==> src/rtl/dps_pkg.sv <==
package dps_pkg;

  localparam int NDOM = 4;

  localparam int D_CLK  = 0;
  localparam int D_SYNC = 1;
  localparam int D_DISP = 2;
  localparam int D_PWM  = 3;

  // Power-up gate for a stage: predecessor live and still requested.
  function automatic logic stage_up_ok(input int idx,
                                       input logic [NDOM-1:0] st,
                                       input logic [NDOM-1:0] req,
                                       input logic guard_ok);
    logic ok;
    case (idx)
      D_CLK:   ok = 1'b1;
      D_SYNC:  ok = st[D_CLK] & req[D_CLK];
      D_DISP:  ok = st[D_SYNC] & req[D_SYNC] & guard_ok;
      default: ok = st[D_DISP] & req[D_DISP];
    endcase
    return ok;
  endfunction

  // Power-down gate: chain display -> sync -> clock -> pwm.
  function automatic logic stage_down_ok(input int idx,
                                         input logic [NDOM-1:0] st);
    logic ok;
    case (idx)
      D_DISP:  ok = 1'b1;
      D_SYNC:  ok = ~st[D_DISP];
      D_CLK:   ok = ~st[D_SYNC];
      default: ok = ~st[D_CLK];
    endcase
    return ok;
  endfunction

  function automatic logic guard_met(input logic [7:0] cnt,
                                     input logic [7:0] limit);
    return cnt >= limit;
  endfunction

endpackage

==> src/rtl/dps_req_reg.sv <==
module dps_req_reg
  import dps_pkg::*;
(
  input  logic            clk,
  input  logic            rst_n,
  input  logic            wr_en,
  input  logic            wr_clr,
  input  logic [NDOM-1:0] wr_data,
  output logic [NDOM-1:0] req
);
  logic [NDOM-1:0] set_mask;
  logic [NDOM-1:0] clr_mask;

  assign set_mask = (wr_en && !wr_clr) ? wr_data : '0;
  assign clr_mask = (wr_en &&  wr_clr) ? wr_data : '0;

  always_ff @(posedge clk) begin
    if (!rst_n) req <= '0;
    else        req <= (req | set_mask) & ~clr_mask;
  end
endmodule

==> src/rtl/dps_guard_cnt.sv <==
module dps_guard_cnt
  import dps_pkg::*;
#(
  parameter int GUARD_W = 4
) (
  input  logic               clk,
  input  logic               rst_n,
  input  logic               sync_live,
  input  logic               frame_tick,
  input  logic [GUARD_W-1:0] guard_frames,
  output logic               guard_ok
);
  localparam logic [GUARD_W-1:0] CNT_MAX = {GUARD_W{1'b1}};

  logic [GUARD_W-1:0] cnt;

  always_ff @(posedge clk) begin
    if (!rst_n || !sync_live) cnt <= '0;
    else if (frame_tick && cnt != CNT_MAX) cnt <= cnt + 1'b1;
  end

  assign guard_ok = guard_met(8'(cnt), 8'(guard_frames));
endmodule

==> src/rtl/dps_stage.sv <==
module dps_stage (
  input  logic clk,
  input  logic rst_n,
  input  logic req,
  input  logic up_ok,
  input  logic dn_ok,
  input  logic frame_tick,
  output logic live,
  output logic rise_ev,
  output logic fall_ev
);
  assign rise_ev = !live && req && up_ok;
  assign fall_ev = live && !req && dn_ok && frame_tick;

  always_ff @(posedge clk) begin
    if (!rst_n)       live <= 1'b0;
    else if (rise_ev) live <= 1'b1;
    else if (fall_ev) live <= 1'b0;
  end
endmodule

==> src/rtl/dps_sequencer.sv <==
module dps_sequencer
  import dps_pkg::*;
#(
  parameter int GUARD_W = 4
) (
  input  logic               clk,
  input  logic               rst_n,
  input  logic               wr_en,
  input  logic               wr_clr,
  input  logic [3:0]         wr_data,
  input  logic               frame_tick,
  input  logic [GUARD_W-1:0] guard_frames,
  output logic [3:0]         status,
  output logic               pix_clk_on,
  output logic               sync_on,
  output logic               disp_on,
  output logic               pwm_on
);
  logic [NDOM-1:0] req;
  logic [NDOM-1:0] live;
  logic [NDOM-1:0] up_ok;
  logic [NDOM-1:0] dn_ok;
  logic [NDOM-1:0] rise_ev;
  logic [NDOM-1:0] fall_ev;
  logic            guard_ok;

  dps_req_reg u_req (
    .clk     (clk),
    .rst_n   (rst_n),
    .wr_en   (wr_en),
    .wr_clr  (wr_clr),
    .wr_data (wr_data),
    .req     (req)
  );

  dps_guard_cnt #(.GUARD_W(GUARD_W)) u_guard (
    .clk          (clk),
    .rst_n        (rst_n),
    .sync_live    (live[D_SYNC]),
    .frame_tick   (frame_tick),
    .guard_frames (guard_frames),
    .guard_ok     (guard_ok)
  );

  for (genvar i = 0; i < NDOM; i++) begin : g_stage
    assign up_ok[i] = stage_up_ok(i, live, req, guard_ok);
    assign dn_ok[i] = stage_down_ok(i, live);

    dps_stage u_stage (
      .clk        (clk),
      .rst_n      (rst_n),
      .req        (req[i]),
      .up_ok      (up_ok[i]),
      .dn_ok      (dn_ok[i]),
      .frame_tick (frame_tick),
      .live       (live[i]),
      .rise_ev    (rise_ev[i]),
      .fall_ev    (fall_ev[i])
    );
  end

  assign status     = live;
  assign pix_clk_on = live[D_CLK];
  assign sync_on    = live[D_SYNC];
  assign disp_on    = live[D_DISP];
  assign pwm_on     = live[D_PWM];
endmodule

==> config.mk <==
export PLATFORM = sky130hd
export DESIGN_NAME = dps_sequencer
export DESIGN_NICKNAME = d
export VERILOG_FILES = /design/src/rtl/dps_pkg.sv /design/src/rtl/dps_req_reg.sv /design/src/rtl/dps_guard_cnt.sv /design/src/rtl/dps_stage.sv /design/src/rtl/dps_sequencer.sv
export SDC_FILE = /design/constraint.sdc
export NUM_CORES = 1
export LEC_CHECK = 0
export CAP_MARGIN = 10
export CORE_MARGIN = 2
export CORE_UTILIZATION = 55
export CTS_BUF_LIST = sky130_fd_sc_hd__clkbuf_2 sky130_fd_sc_hd__clkbuf_4 sky130_fd_sc_hd__clkbuf_8
export DETAILED_ROUTE_END_ITERATION = 10
export DONT_BUFFER_PORTS = 1
export GPL_ROUTABILITY_DRIVEN = 0
export PLACE_DENSITY = 0.7
export SYNTH_ARGS = -nofsm -noshare
export SYNTH_HDL_FRONTEND = slang
export SYNTH_HIERARCHICAL = 1
export SYNTH_SLANG_ARGS = --single-unit
==> constraint.sdc <==
create_clock -name clk -period 1.6 [get_ports clk]
set_clock_uncertainty 0.1 [all_clocks]
set_input_delay 0.32 -clock clk [delete_from_list [all_inputs] [get_ports clk]]
set_output_delay 0.32 -clock clk [all_outputs]
set_load 0.01 [all_outputs]
# --- Word level (Yosys, flattened, before mapping) ---
# Index checks and enable logic that the tools add are counted.
op_classes:
  addsub: 1
  n_lt_le_gt_ge: 1
  n_eq_ne: 1
  n_mux: 10
  bitwise_logic: 10
  n_reduce_logical: 36
ops:
  columns: ["op", "n"]
  rows:
  - ["$logic_and A1 B1 Y1", 21]
  - ["$logic_not A1 Y1", 10]
  - ["$mux W1", 8]
  - ["$mux W4", 2]
  - ["$reduce_bool A2 Y1", 4]
  - ["$add A4 B1 Y4 const B", 1]
  - ["$and A1 B1 Y1", 4]
  - ["$and A4 B4 Y4", 1]
  - ["$ge A4 B4 Y1", 1]
  - ["$ne A4 B4 Y1 const B", 1]
  - ["$not A4 Y4", 1]
  - ["$or A4 B4 Y4", 1]
  - ["$not A1 Y1", 3]
  - ["$logic_or A1 B1 Y1", 1]
word_totals:
  register_bits: 12
  inputBits: 13
  output_inout_bits: 8
  elab_cells: 65

# --- Longest topological paths before layout ---
depth:
  word_depth: 6
  depth_mapped: 8
  depth_no_buf: 8

# --- Hierarchy ---
# The synthesis kept the hierarchy.
modules_own_cells:
  columns: ["mod", "instances", "cells_per_inst", "area_per_inst_um2", "seq_area_each_um2"]
  rows:
  - ["dps_guard_cnt", 1, 35, 275.3, 80.1]
  - ["dps_stage", 4, 8, 56.3, 20.0]
  - ["dps_req_reg", 1, 17, 158.9, 80.1]
  - ["dps_sequencer", 1, 11, 63.8, 0.0]

# --- Least setup slack after synthesis ---
# OpenSTA, ideal clock, no wires.
synth_timing:
  path_type: "register -> register"
  startpoint: "register u_guard.cnt[0]"
  endpoint: "register g_stage[2].u_stage.live"
  setup_time_ps: 116
  t_arrival_ps: 1236
  required_time_ps: 1384
  path_slack_ps: 147
  path_stages_with_launch: 9
  n_path_buf: 0
  synth_period_minus_slack_ps: 1453
  cell_sequence: "dfxtp_1 -> inv_1 -> ha_1 -> nand2b_1 -> a21oi_1 -> o21ai_0 -> and3_1 -> nand3_1 -> o21ai_1"
synth_via:
  elab_chain_len: 4
  elab_cells_between_ends: 5
  cone_classes: "order compare (1); mux (1); bitwise (1); reduce/logical (2)"
synth_lines:
  columns: ["item", "line_no", "rtl"]
  rows:
  - ["from (decl)", "dps_guard_cnt.sv:15", "logic [GUARD_W-1:0] cnt;"]
  - ["from (signal assigned)", "dps_guard_cnt.sv:19", "else if (frame_tick && cnt != CNT_MAX) cnt <= cnt + 1'b1;"]
  - ["$ge A4 B4 Y1 *", "dps_pkg.sv:40", "return cnt >= limit;"]
  - ["named net guard_ok", "dps_sequencer.sv:25", "logic guard_ok;"]
  - ["$and A1 B1 Y1 *", "dps_pkg.sv:19", "D_DISP: ok = st[D_SYNC] & req[D_SYNC] & guard_ok;"]
  - ["named net up_ok[2]", "dps_sequencer.sv:21", "logic [NDOM-1:0] up_ok;"]
  - ["$logic_and A1 B1 Y1 *", "dps_stage.sv:12", "assign rise_ev = !live && req && up_ok;"]
  - ["$mux W1 / $reduce_bool A2 Y1 (equally long branches)", null, null]
  - ["to (signal assigned)", "dps_stage.sv:16", "if (!rst_n) live <= 1'b0;"]
  - ["to (signal assigned)", "dps_stage.sv:17", "else if (rise_ev) live <= 1'b1;"]
  - ["to (signal assigned)", "dps_stage.sv:18", "else if (fall_ev) live <= 1'b0;"]
  - ["to (decl)", "dps_stage.sv:8", "output logic live,"]
# Mark *: on every way through the listed nets, which the timed path passes. The rest lies on a longest branch.
# A chain may end at the register's enable or synchronous reset.

# --- Worst setup path after layout ---
# Same ends and word-level chain as after synthesis.

==> metrics.md <==
| Metric | Value |
|---|---|
| CTS Sinks | `12` |
| Post-DP Area | `659 um2` |
| Antenna Nets Post-Route | `0` |
| Worst-path clk slew | `0.08 ns` |
| Highest-count cells in the layout ignoring fill and taps | `14 x nand2_1, 11 x dfxtp_1, 8 x inv_1, 7 x nand3_1, 6 x a21oi_1` |
| Reg2Reg Setup Slack | `0.09 ns` |
| DRT iter0 DRCs | `12` |
| Die ar. | `1510 um2` |
| IO Pins | `21` |
| # rows | `12` |
| Min-Delay Path Class | `primary input to flip-flop` |
| Max cap viols | `0` |
| Routed wire length | `1250 um` |
| Antenna cells | `0` |
| VDD IR-drop max | `462 uV` |
| Most common cell after layout, fill and taps aside | `nand2_1` |
| CP Class | `flip-flop to flip-flop` |
| Placed wire-length estimate | `896 um` |
| Via count | `547` |
| Minimum clock period | `1.51 ns` |
| Final Slew Violations | `0` |
| Mapped cell area | `668 um2` |
| CTS tree | `built` |
| Worst path max stage delay | `0.35 ns` |
| PD cells | `825 nW/um2` |
| Status | `finished, final reports clean` |
| Fmax | `664 MHz` |
| Area delta synth->final | `6.55%` |
| Synth Warn # | `6` |
| Design Area, Final | `712 um2` |
| DR WL/cell | `12.5 um` |
| Die width | `38.9 um` |
| Register area | `241 um2` |
| GR Overflow Total | `0` |
| Synth Instances | `83` |
| Final setup viols | `0` |
| Worst Path Max Fanout | `4` |
| Drt drc | `0` |
| Initial Utilization | `59.3%` |
| Bufs on Longest Clock Path | `2` |
| Htree depth | `1` |
| Vias/cell | `5.47` |
| Required time worst endpoint | `1.68 ns` |
| Critical path cell sequence | `inv_1 -> ha_1 -> nand2b_1 -> a21oi_1 -> o21ai_0 -> and3_1 -> nand3_1 -> o21ai_1` |
| Vert. Die Dim | `38.9 um` |
| Initial antenna violation count | `0` |
| Quantity of I/O buffers inserted on ports | `0` |
| GRT Overall Usage | `20.8%` |
| Number of clock buffers inserted by TritonCTS | `3` |
| Fin crit share | `94.1%` |
| Slowest CP cell | `dfxtp_2` |
| Clk_lat worst skew | `0.28 ns` |
| DR pass1 iterations | `4` |
| CP startpoint kind | `flip-flop` |
| Fillers | `105` |
| Area of the multi-input gates | `372 um2` |
| Largest net degree at the start of global routing | `15` |
| Core area | `1130 um2` |
| Crit path DAT | `1.58 ns` |
| Post-CTS Hold Fix Bufs | `0` |
| PnR Total Power | `0.588 mW` |
| Number of global-route vias before repair | `481` |
| Nets | `105` |
| First-pass GRT wire length | `2080 um` |
| Avg Inst Size Synth | `8.05 um2` |
| Share of cells above drive strength 1 | `10.5%` |
| Number of hold violations in the final report | `0` |
| LEAKAGE | `0.321 nW` |
| CP endpoint kind | `flip-flop` |
| Clk root buf | `clkbuf_4` |
## power breakdown
group,switching (mW),total (mW),internal [mW]
sequential,0.00648,0.311,0.304
combinational,0.0132,0.0296,0.0164
clock,0.109,0.247,0.139
total,0.128,0.588,0.459
## stage by stage
stage          setup TNS, ns  hold WS [ns]  setup slack (ns)  std cells  utilization [%]
4_1_cts                    0        0.0647            0.0599         98             61.8
3_3_place_gp               0         0.367             0.121         94             58.6
3_5_place_dp               0         0.372            0.0703         94             58.6
2_1_floorplan              0         0.346             0.164         84                -
6_report                   0        0.0723            0.0948        100             63.2
5_1_grt              -0.0141        0.0642           -0.0141        100             63.2
## cell type report
| class | instances | share of cell area, % |
|---|---|---|
| Sequential cell | 12 | 33.9 |
| Clock buffer | 4 | 5.10 |
| Multi-Input combinational cell | 60 | 52.2 |
| Tap cell | 14 | 2.46 |
| Timing Repair Buffer | 2 | 2.11 |
| Inverter | 8 | 4.22 |
## worst max-delay path: cells and delay by family (launching register included)
family          cells  cell delay (ns)
simple gates        3             0.37
flops               1             0.35
compound gates      3             0.28
fa+ha+maj           1             0.27
buf+inv             1             0.05
## registers in the layout, summed over array words and instances, names as in the netlist
register              cells
g_stage.u_stage/live      4
u_guard/cnt               4
u_req/req                 4
## repair_timing
action                     CTS  global route
setup endpoints to repair    0             1
gates resized for setup      0             1
buffers inserted             0             2
## per-layer routing
| layer | GRT usage [%] | wire length [um] |
|---|---|---|
| met5 | 0 | 0 |
| met4 | 12.1 | 29 |
| met3 | 6.36 | 98 |
| met2 | 26.3 | 529 |
| met1 | 30.2 | 596 |
## final timing paths
path,start,to,cells after the start
max,u_guard/cnt[0]$_SDFFE_PP0P_,g_stage[2].u_stage/live$_SDFFE_PN0P_,8
min,rst_n,g_stage[2].u_stage/live$_SDFFE_PN0P_,2
max reg2reg,u_guard/cnt[0]$_SDFFE_PP0P_,g_stage[2].u_stage/live$_SDFFE_PN0P_,8
min reg2reg,u_req/req[3]$_SDFF_PN0_,u_req/req[3]$_SDFF_PN0_,2
Power figures use the tool's default switching activity.
